===== src/rtl/synth_cfg_pkg.sv =====
package synth_cfg_pkg;
  localparam int LOOP_W  = 9;
  localparam int OUT_W   = 2;
  localparam int TEST_W  = 3;
  localparam int FRAME_W = TEST_W + OUT_W + LOOP_W;

  typedef struct packed {
    logic [TEST_W-1:0] test;
    logic [OUT_W-1:0]  outd;
    logic [LOOP_W-1:0] loop;
  } cfg_t;

  localparam cfg_t CFG_RESET = '{test: '0, outd: '1, loop: '1};
endpackage


===== src/rtl/synth_cfg_sync.sv =====
module synth_cfg_sync #(
  parameter int          W       = 1,
  parameter int          STAGES  = 2,
  parameter logic [W-1:0] RST_VAL = '0
) (
  input  logic         clk,
  input  logic         rst_n,
  input  logic [W-1:0] d,
  output logic [W-1:0] q
);
  logic [W-1:0] pipe_q [STAGES];

  for (genvar s = 0; s < STAGES; s++) begin : g_stage
    logic [W-1:0] stage_d;
    if (s == 0) begin : g_first
      assign stage_d = d;
    end else begin : g_rest
      assign stage_d = pipe_q[s-1];
    end
    always_ff @(posedge clk or negedge rst_n) begin
      if (!rst_n) pipe_q[s] <= RST_VAL;
      else        pipe_q[s] <= stage_d;
    end
  end

  assign q = pipe_q[STAGES-1];
endmodule


===== src/rtl/synth_cfg_shift.sv =====
module synth_cfg_shift
  import synth_cfg_pkg::*;
(
  input  logic               clk,
  input  logic               rst_n,
  input  logic               bclk,
  input  logic               bdat,
  output logic [FRAME_W-1:0] frame
);
  logic               bclk_prev_q;
  logic               shift_en;
  logic [FRAME_W-1:0] frame_d;
  logic [FRAME_W-1:0] frame_q;

  assign shift_en = bclk & ~bclk_prev_q;

  always_comb begin
    frame_d = frame_q;
    if (shift_en) frame_d = {frame_q[FRAME_W-2:0], bdat};
  end

  always_ff @(posedge clk or negedge rst_n) begin
    if (!rst_n) begin
      bclk_prev_q <= 1'b0;
      frame_q     <= '0;
    end else begin
      bclk_prev_q <= bclk;
      frame_q     <= frame_d;
    end
  end

  assign frame = frame_q;

  // a rising bit clock shifts one place up, new bit enters at bit 0
  a_r2_shift: assert property (@(posedge clk) disable iff (!rst_n)
    (bclk && !bclk_prev_q) |=> (frame_q == {$past(frame_q[FRAME_W-2:0]), $past(bdat)}));
  // no rising bit clock, no shift
  a_r2_no_shift: assert property (@(posedge clk) disable iff (!rst_n)
    !(bclk && !bclk_prev_q) |=> $stable(frame_q));
endmodule


===== src/rtl/synth_cfg_store.sv =====
module synth_cfg_store
  import synth_cfg_pkg::*;
(
  input  logic              clk,
  input  logic              rst_n,
  input  logic              ser_open,
  input  logic              par_open,
  input  cfg_t              ser_cfg,
  input  logic [LOOP_W-1:0] pin_loop,
  input  logic [OUT_W-1:0]  pin_out,
  output cfg_t              cfg
);
  cfg_t cfg_d;
  cfg_t cfg_q;

  always_comb begin
    cfg_d = cfg_q;
    if (par_open) begin
      cfg_d.loop = pin_loop;
      cfg_d.outd = pin_out;
    end else if (ser_open) begin
      cfg_d = ser_cfg;
    end
  end

  always_ff @(posedge clk or negedge rst_n) begin
    if (!rst_n) cfg_q <= CFG_RESET;
    else        cfg_q <= cfg_d;
  end

  assign cfg = cfg_q;

  // serial-only transparency follows the shift register
  a_r3_ser_follow: assert property (@(posedge clk) disable iff (!rst_n)
    (ser_open && !par_open) |=> (cfg_q == $past(ser_cfg)));
  // both strobes closed, store holds
  a_r4_hold: assert property (@(posedge clk) disable iff (!rst_n)
    (!ser_open && !par_open) |=> $stable(cfg_q));
  // parallel transparency follows the pins
  a_r5_par_follow: assert property (@(posedge clk) disable iff (!rst_n)
    par_open |=> (cfg_q.loop == $past(pin_loop) && cfg_q.outd == $past(pin_out)));
  // parallel loads never touch the test field
  a_r7_test_kept: assert property (@(posedge clk) disable iff (!rst_n)
    par_open |=> (cfg_q.test == $past(cfg_q.test)));
endmodule


===== src/rtl/synth_cfg_reg.sv =====
module synth_cfg_reg
  import synth_cfg_pkg::*;
#(
  parameter int SYNC_STAGES = 2
) (
  input  logic              clk,
  input  logic              rst_n,
  input  logic              ser_clk,
  input  logic              ser_din,
  input  logic              ser_load,
  input  logic              par_hold,
  input  logic [LOOP_W-1:0] par_loop,
  input  logic [OUT_W-1:0]  par_out,
  output logic [LOOP_W-1:0] loop_div,
  output logic [OUT_W-1:0]  out_div,
  output logic [TEST_W-1:0] test_sel
);
  localparam int IN_W = 4 + LOOP_W + OUT_W;
  localparam logic [IN_W-1:0] IN_RST = {3'b000, 1'b1, {LOOP_W{1'b1}}, {OUT_W{1'b1}}};

  logic [1:0] rst_sync_q;
  logic       rst_int_n;

  always_ff @(posedge clk or negedge rst_n) begin
    if (!rst_n) rst_sync_q <= 2'b00;
    else        rst_sync_q <= {rst_sync_q[0], 1'b1};
  end
  assign rst_int_n = rst_sync_q[1];

  logic [IN_W-1:0]   in_raw;
  logic [IN_W-1:0]   in_s;
  logic              bclk_s, bdat_s, sload_s, phold_s;
  logic [LOOP_W-1:0] ploop_s;
  logic [OUT_W-1:0]  pout_s;
  logic [FRAME_W-1:0] frame;
  cfg_t              cfg;

  assign in_raw = {ser_clk, ser_din, ser_load, par_hold, par_loop, par_out};

  synth_cfg_sync #(.W(IN_W), .STAGES(SYNC_STAGES), .RST_VAL(IN_RST)) u_sync (
    .clk(clk), .rst_n(rst_int_n), .d(in_raw), .q(in_s)
  );

  assign {bclk_s, bdat_s, sload_s, phold_s, ploop_s, pout_s} = in_s;

  synth_cfg_shift u_shift (
    .clk(clk), .rst_n(rst_int_n), .bclk(bclk_s), .bdat(bdat_s), .frame(frame)
  );

  synth_cfg_store u_store (
    .clk(clk), .rst_n(rst_int_n),
    .ser_open(sload_s), .par_open(~phold_s),
    .ser_cfg(cfg_t'(frame)), .pin_loop(ploop_s), .pin_out(pout_s),
    .cfg(cfg)
  );

  assign loop_div = cfg.loop;
  assign out_div  = cfg.outd;
  assign test_sel = cfg.test;

  // outputs leave reset at their default values
  a_r1_reset_vals: assert property (@(posedge clk)
    $rose(rst_int_n) |-> (loop_div == '1 && out_div == '1 && test_sel == '0));
endmodule


===== config.mk =====
export PLATFORM = sky130hd
export DESIGN_NAME = synth_cfg_reg
export DESIGN_NICKNAME = d
export VERILOG_FILES = /design/src/rtl/synth_cfg_pkg.sv /design/src/rtl/synth_cfg_sync.sv /design/src/rtl/synth_cfg_shift.sv /design/src/rtl/synth_cfg_store.sv /design/src/rtl/synth_cfg_reg.sv
export SDC_FILE = /design/constraint.sdc
export NUM_CORES = 1
export LEC_CHECK = 0
export CELL_PAD_IN_SITES_DETAIL_PLACEMENT = 1
export CELL_PAD_IN_SITES_GLOBAL_PLACEMENT = 1
export CORE_ASPECT_RATIO = 1.4
export CORE_MARGIN = 2
export CORE_UTILIZATION = 35
export DETAILED_ROUTE_END_ITERATION = 12
export HOLD_SLACK_MARGIN = 0.1
export PLACE_DENSITY_LB_ADDON = 0.08
export REMOVE_ABC_BUFFERS = 1
export SYNTH_ARGS = -nofsm -noshare
export SYNTH_HDL_FRONTEND = slang
export SYNTH_SLANG_ARGS = --single-unit

===== constraint.sdc =====
create_clock -name clk -period 2.69 [get_ports clk]
set_clock_uncertainty 0.2 [all_clocks]
set_input_delay 0.538 -clock clk [delete_from_list [all_inputs] [get_ports clk]]
set_output_delay 0.538 -clock clk [all_outputs]
set_load 0.03 [all_outputs]

# [After elaboration in Yosys (flattened, before gate mapping)]
# Index checks and enable logic that the tools add are counted.
# Widths: inputs -> output; s select.
[totals] register_bits=61 output_inout_bits=14
[op_classes] n_eq_ne=1 muxes=2 bitwise_logic=2 reduce_logical=1
[op_table] operator="$mux 11" n=2
[op_table] operator="$ne 2x1->1 const B" n=1
[op_table] operator="$reduce_and 2->1" n=1
[op_table] operator="$and 1x1->1" n=1
[op_table] operator="$not 1->1" n=1

# [Depth between registers and ports, before layout]
[logic_depth] depth_word=2 mapped_depth=4

# [Hierarchy]
# A second synthesis with hierarchy kept.
[hier_totals] cells_unflattened=120 hier_area_um2=2112.0
[modules_own_cells] mod="synth_cfg_sync" cells_per_inst=30 instances=1 area_per_inst_um2=780.7
[modules_own_cells] mod="synth_cfg_store" cells_per_inst=54 instances=1 area_per_inst_um2=658.1
[modules_own_cells] mod="synth_cfg_shift" cells_per_inst=32 instances=1 area_per_inst_um2=615.6
[modules_own_cells] mod="synth_cfg_reg" cells_per_inst=4 instances=1 area_per_inst_um2=57.6

# [Worst setup path before layout]
# No wires, ideal clock.
[synth_path] path_kind="register -> register" start="register u_shift.bclk_prev_q" end="register u_shift.frame_q[10] (netlist: u_shift.frame[10])" synth_period_minus_slack_ns=1.338 arrival_time_ns=1.013 setup_ns=0.125 n_path_buf=2 required_ns=2.365 path_slack_ns=1.352 path_stages_with_launch=5 cell_sequence="dfrtp_1 -> nor2b_4 -> buf_6 -> buf_12 -> mux2_4"
[synth_between] elab_chain_cells=2
[synth_rtl] item="from (decl)" line="synth_cfg_shift.sv:10" rtl="logic bclk_prev_q;"
[synth_rtl] item="from (signal assigned)" line="synth_cfg_shift.sv:27" rtl="bclk_prev_q <= bclk;"
[synth_rtl] item="$not 1->1" line="synth_cfg_shift.sv:15" rtl="assign shift_en = bclk & ~bclk_prev_q;"
[synth_rtl] item="$and 1x1->1" line="synth_cfg_shift.sv:15"
[synth_rtl] item="to (signal assigned)" line="synth_cfg_shift.sv:28" rtl="frame_q <= frame_d;"
[synth_rtl] item="to (decl)" line="synth_cfg_shift.sv:13" rtl="logic [FRAME_W-1:0] frame_q;"
# Every way passes these cells.
# A chain may end at the register's enable or synchronous reset.

# [Final worst setup path]
[layout_path] start="register u_store.cfg_q (netlist bit u_store.cfg[3])" end="output port loop_div[3]"
[layout_rtl] item="from (decl)" line="synth_cfg_store.sv:14" rtl="cfg_t cfg_q;"
[layout_rtl] item="from (signal assigned)" line="synth_cfg_store.sv:28" rtl="else cfg_q <= cfg_d;"
[layout_rtl] item="to (decl)" line="synth_cfg_reg.sv:14" rtl="output logic [LOOP_W-1:0] loop_div,"
# No word-level cell between the ends.

==> run metrics <==
Fillers 599; CP Class reg -> out; worst path buffer plus inverter count 1; Seq cells post-synth 61; actual slew at the worst max-slew pin 0.6692 ns; Die Height 95.07 um; # rows 33; Die Area 0.006564 mm^2; period utilization 83.93%; Reg2Reg Depth 2; design area 0.002664 mm^2; wire length on met2 1.709 mm; cell count after synthesis 119; setup TNS 0 ns; Top Ports 31; worst-case clock buffer depth 2; cts hold-fix bufs 0; worst skew pair latency 0.32 ns; R2R Path End u_store.cfg[12]; GRT Overall Usage 11.71%; post-CTS setup repair buffer count 0; CP Launch Type flip-flop; clk root buf clkbuf_8; Distinct cells, synth 14; share of layout cells above drive strength 1 44.17%; dpl ws 0.7664 ns; Via Count 1,064; P_leak 1.152 nW; Worst EP required 1.95 ns; placed cell areas 0.002439 mm^2; Worst R2R Start u_sync.q[11]; CP arrival 1.52 ns; initial antenna violation count 0; register area share after synthesis 75.74%; Clock Sinks 61; Synth warnings 0; total CTS buffers 9; number of global-route vias before repair 1,185; Final GP Congestion 0.6597; Final Hold Viols 0; drt total wl 3.378 mm; RSZ-0062 raised after global routing false; PostCTS Resize Cnt 0; Starting Density 35.87%; vias per cell 4.567; chip width 69.05 um; CP max FO 2; wl on met1 1.431 mm; Final Non-Filler Cells 233; antenna viol nets, final 0; R2R Setup Slk 1.06 ns; Slowest cell on crit path clkdlybuf4s50_1; Final WS setup 0.4323 ns; MaxCap Viol Count 0; synthesized cell area 0.002073 mm^2; Max-slew headroom 55.39%; Final setup viols 0; Avg Synthesized Cell Area 17.42 um^2; DRT iter0 DRCs 40; Max Freq 442.9 MHz; HPWL Detailed 2.207 mm; Max Used Layer met4; worst-path cell chain clkdlybuf4s50_1; fin crit period 2.258 ns; clock slew at reported path FFs 0.07 ns; Worst path top cell family by delay buffers and inverters; overall power 2.582 mW; Slew Viols, Final 0; number of I/O port buffers 30; final net count 175; Largest stage delay, worst path 0.67 ns; 1st-pass router iterations 2; antenna cells 0; DRC errors left 0; gr ovfl total 0; dpl cells 217; first-pass GRT wire length 5.671 mm; DR WL met3 147 um; largest net degree at the start of global routing 32; Layout Utilization 46.08%; synthesis-to-finish area growth 28.49%; CTS tree built; min-delay worst type reg -> async; outcome finished, final reports clean; H-Tree Depth 3; CP Capture Type primary output; Avg WL per Cell 14.50 um; core area 0.005781 mm^2; Pwr Density 969.2 mW/mm^2; maximum vdd drop 0.6730 mV; hold slack final 0.1063 ns
==> logic make-up (layout without fill, tap and decap cells) <==
logic type             Yosys count  after routing  share of synthesized area (%)
AND/OR/NAND/NOR                 13             13                          2.836
AO/OA/AOI/OAI                   11             11                          2.655
other                            1              1                         0.1809
multiplexers                    28             28                          16.36
buffers and inverters            5             49                          2.233
flip-flops                      61             61                          75.74
==> worst max-delay path by stage <==
stage | cells past startpoint | slack (ns) | endpoint | from
after CTS | 1 | 0.40 | loop_div[7] | u_store.cfg[7]
after floorplan | 0 | 0.73 | u_shift.bclk_prev_q | rst_sync_q[1]
after global placement | 1 | 0.77 | loop_div[7] | u_store.cfg[7]
after detailed placement | 1 | 0.77 | loop_div[7] | u_store.cfg[7]
final | 1 | 0.43 | loop_div[3] | u_store.cfg[3]
after global routing | 1 | 0.37 | loop_div[2] | u_store.cfg[2]
==> layout by cell type, fill, tap and decap left out <==
cell	synthesis	routed
buf_4	1	3
clkbuf_8	0	11
clkinv_2	0	2
dfrtp_1	26	25
dfrtp_2	0	1
mux2_2	7	7
nor2b_4	1	1
mux2i_1	11	11
nor2_1	11	11
clkbuf_1	2	1
conb_1	1	1
bufinv_16	0	2
clkdlybuf4s50_1	0	30
a21oi_1	11	11
dfstp_2	35	35
nand2_1	1	1
mux2_4	10	10
==> layout make-up <==
class / instances / area [um^2] / area share (%)
clock inverters: 4 / 70.07 / 2.630
clock buffers: 12 / 155.1 / 5.824
flip-flops and latches: 61 / 1572 / 59.00
repair buffers: 33 / 322.8 / 12.12
multi-input cells: 53 / 456.7 / 17.14
well taps: 70 / 87.58 / 3.288
==> layer usage <==
metal | up-vias | GRT usage, %
met3 | 7 | 3.171
met5 | - | 0
met4 | 0 | 9.314
li1 | 477 | -
met1 | 555 | 13.47
met2 | 25 | 18.51
==> power breakdown <==
part	leakage (nW)	internal (mW)	total [mW]	switching [mW]
registers	0.684	1.12	1.24	0.124
logic	0.352	0.261	0.447	0.186
clock network	0.116	0.569	0.895	0.326
==> sequential cells by signal (all words and copies together) (netlist names) <==
register / count
u_sync.q: 15
u_store.cfg: 14
u_shift.frame: 14
u_shift.bclk_prev_q: 1
u_sync.g_stage.stage_d: 15
rst_sync_q: 2
==> cells in the mapped netlist <==
master | instances | area, um^2
dfrtp_1 | 26 | 650.6
mux2i_1 | 11 | 110.1
conb_1 | 1 | 3.750
mux2_2 | 7 | 78.83
clkbuf_1 | 2 | 7.510
buf_4 | 1 | 7.510
buf_12 | 1 | 20.02
nor2b_4 | 1 | 13.76
nand2_1 | 1 | 3.750
dfstp_2 | 35 | 919.6
a21oi_1 | 11 | 55.05
nor2_1 | 11 | 41.29
buf_6 | 1 | 11.26
mux2_4 | 10 | 150.1
(Power assumes the default switching activity.)
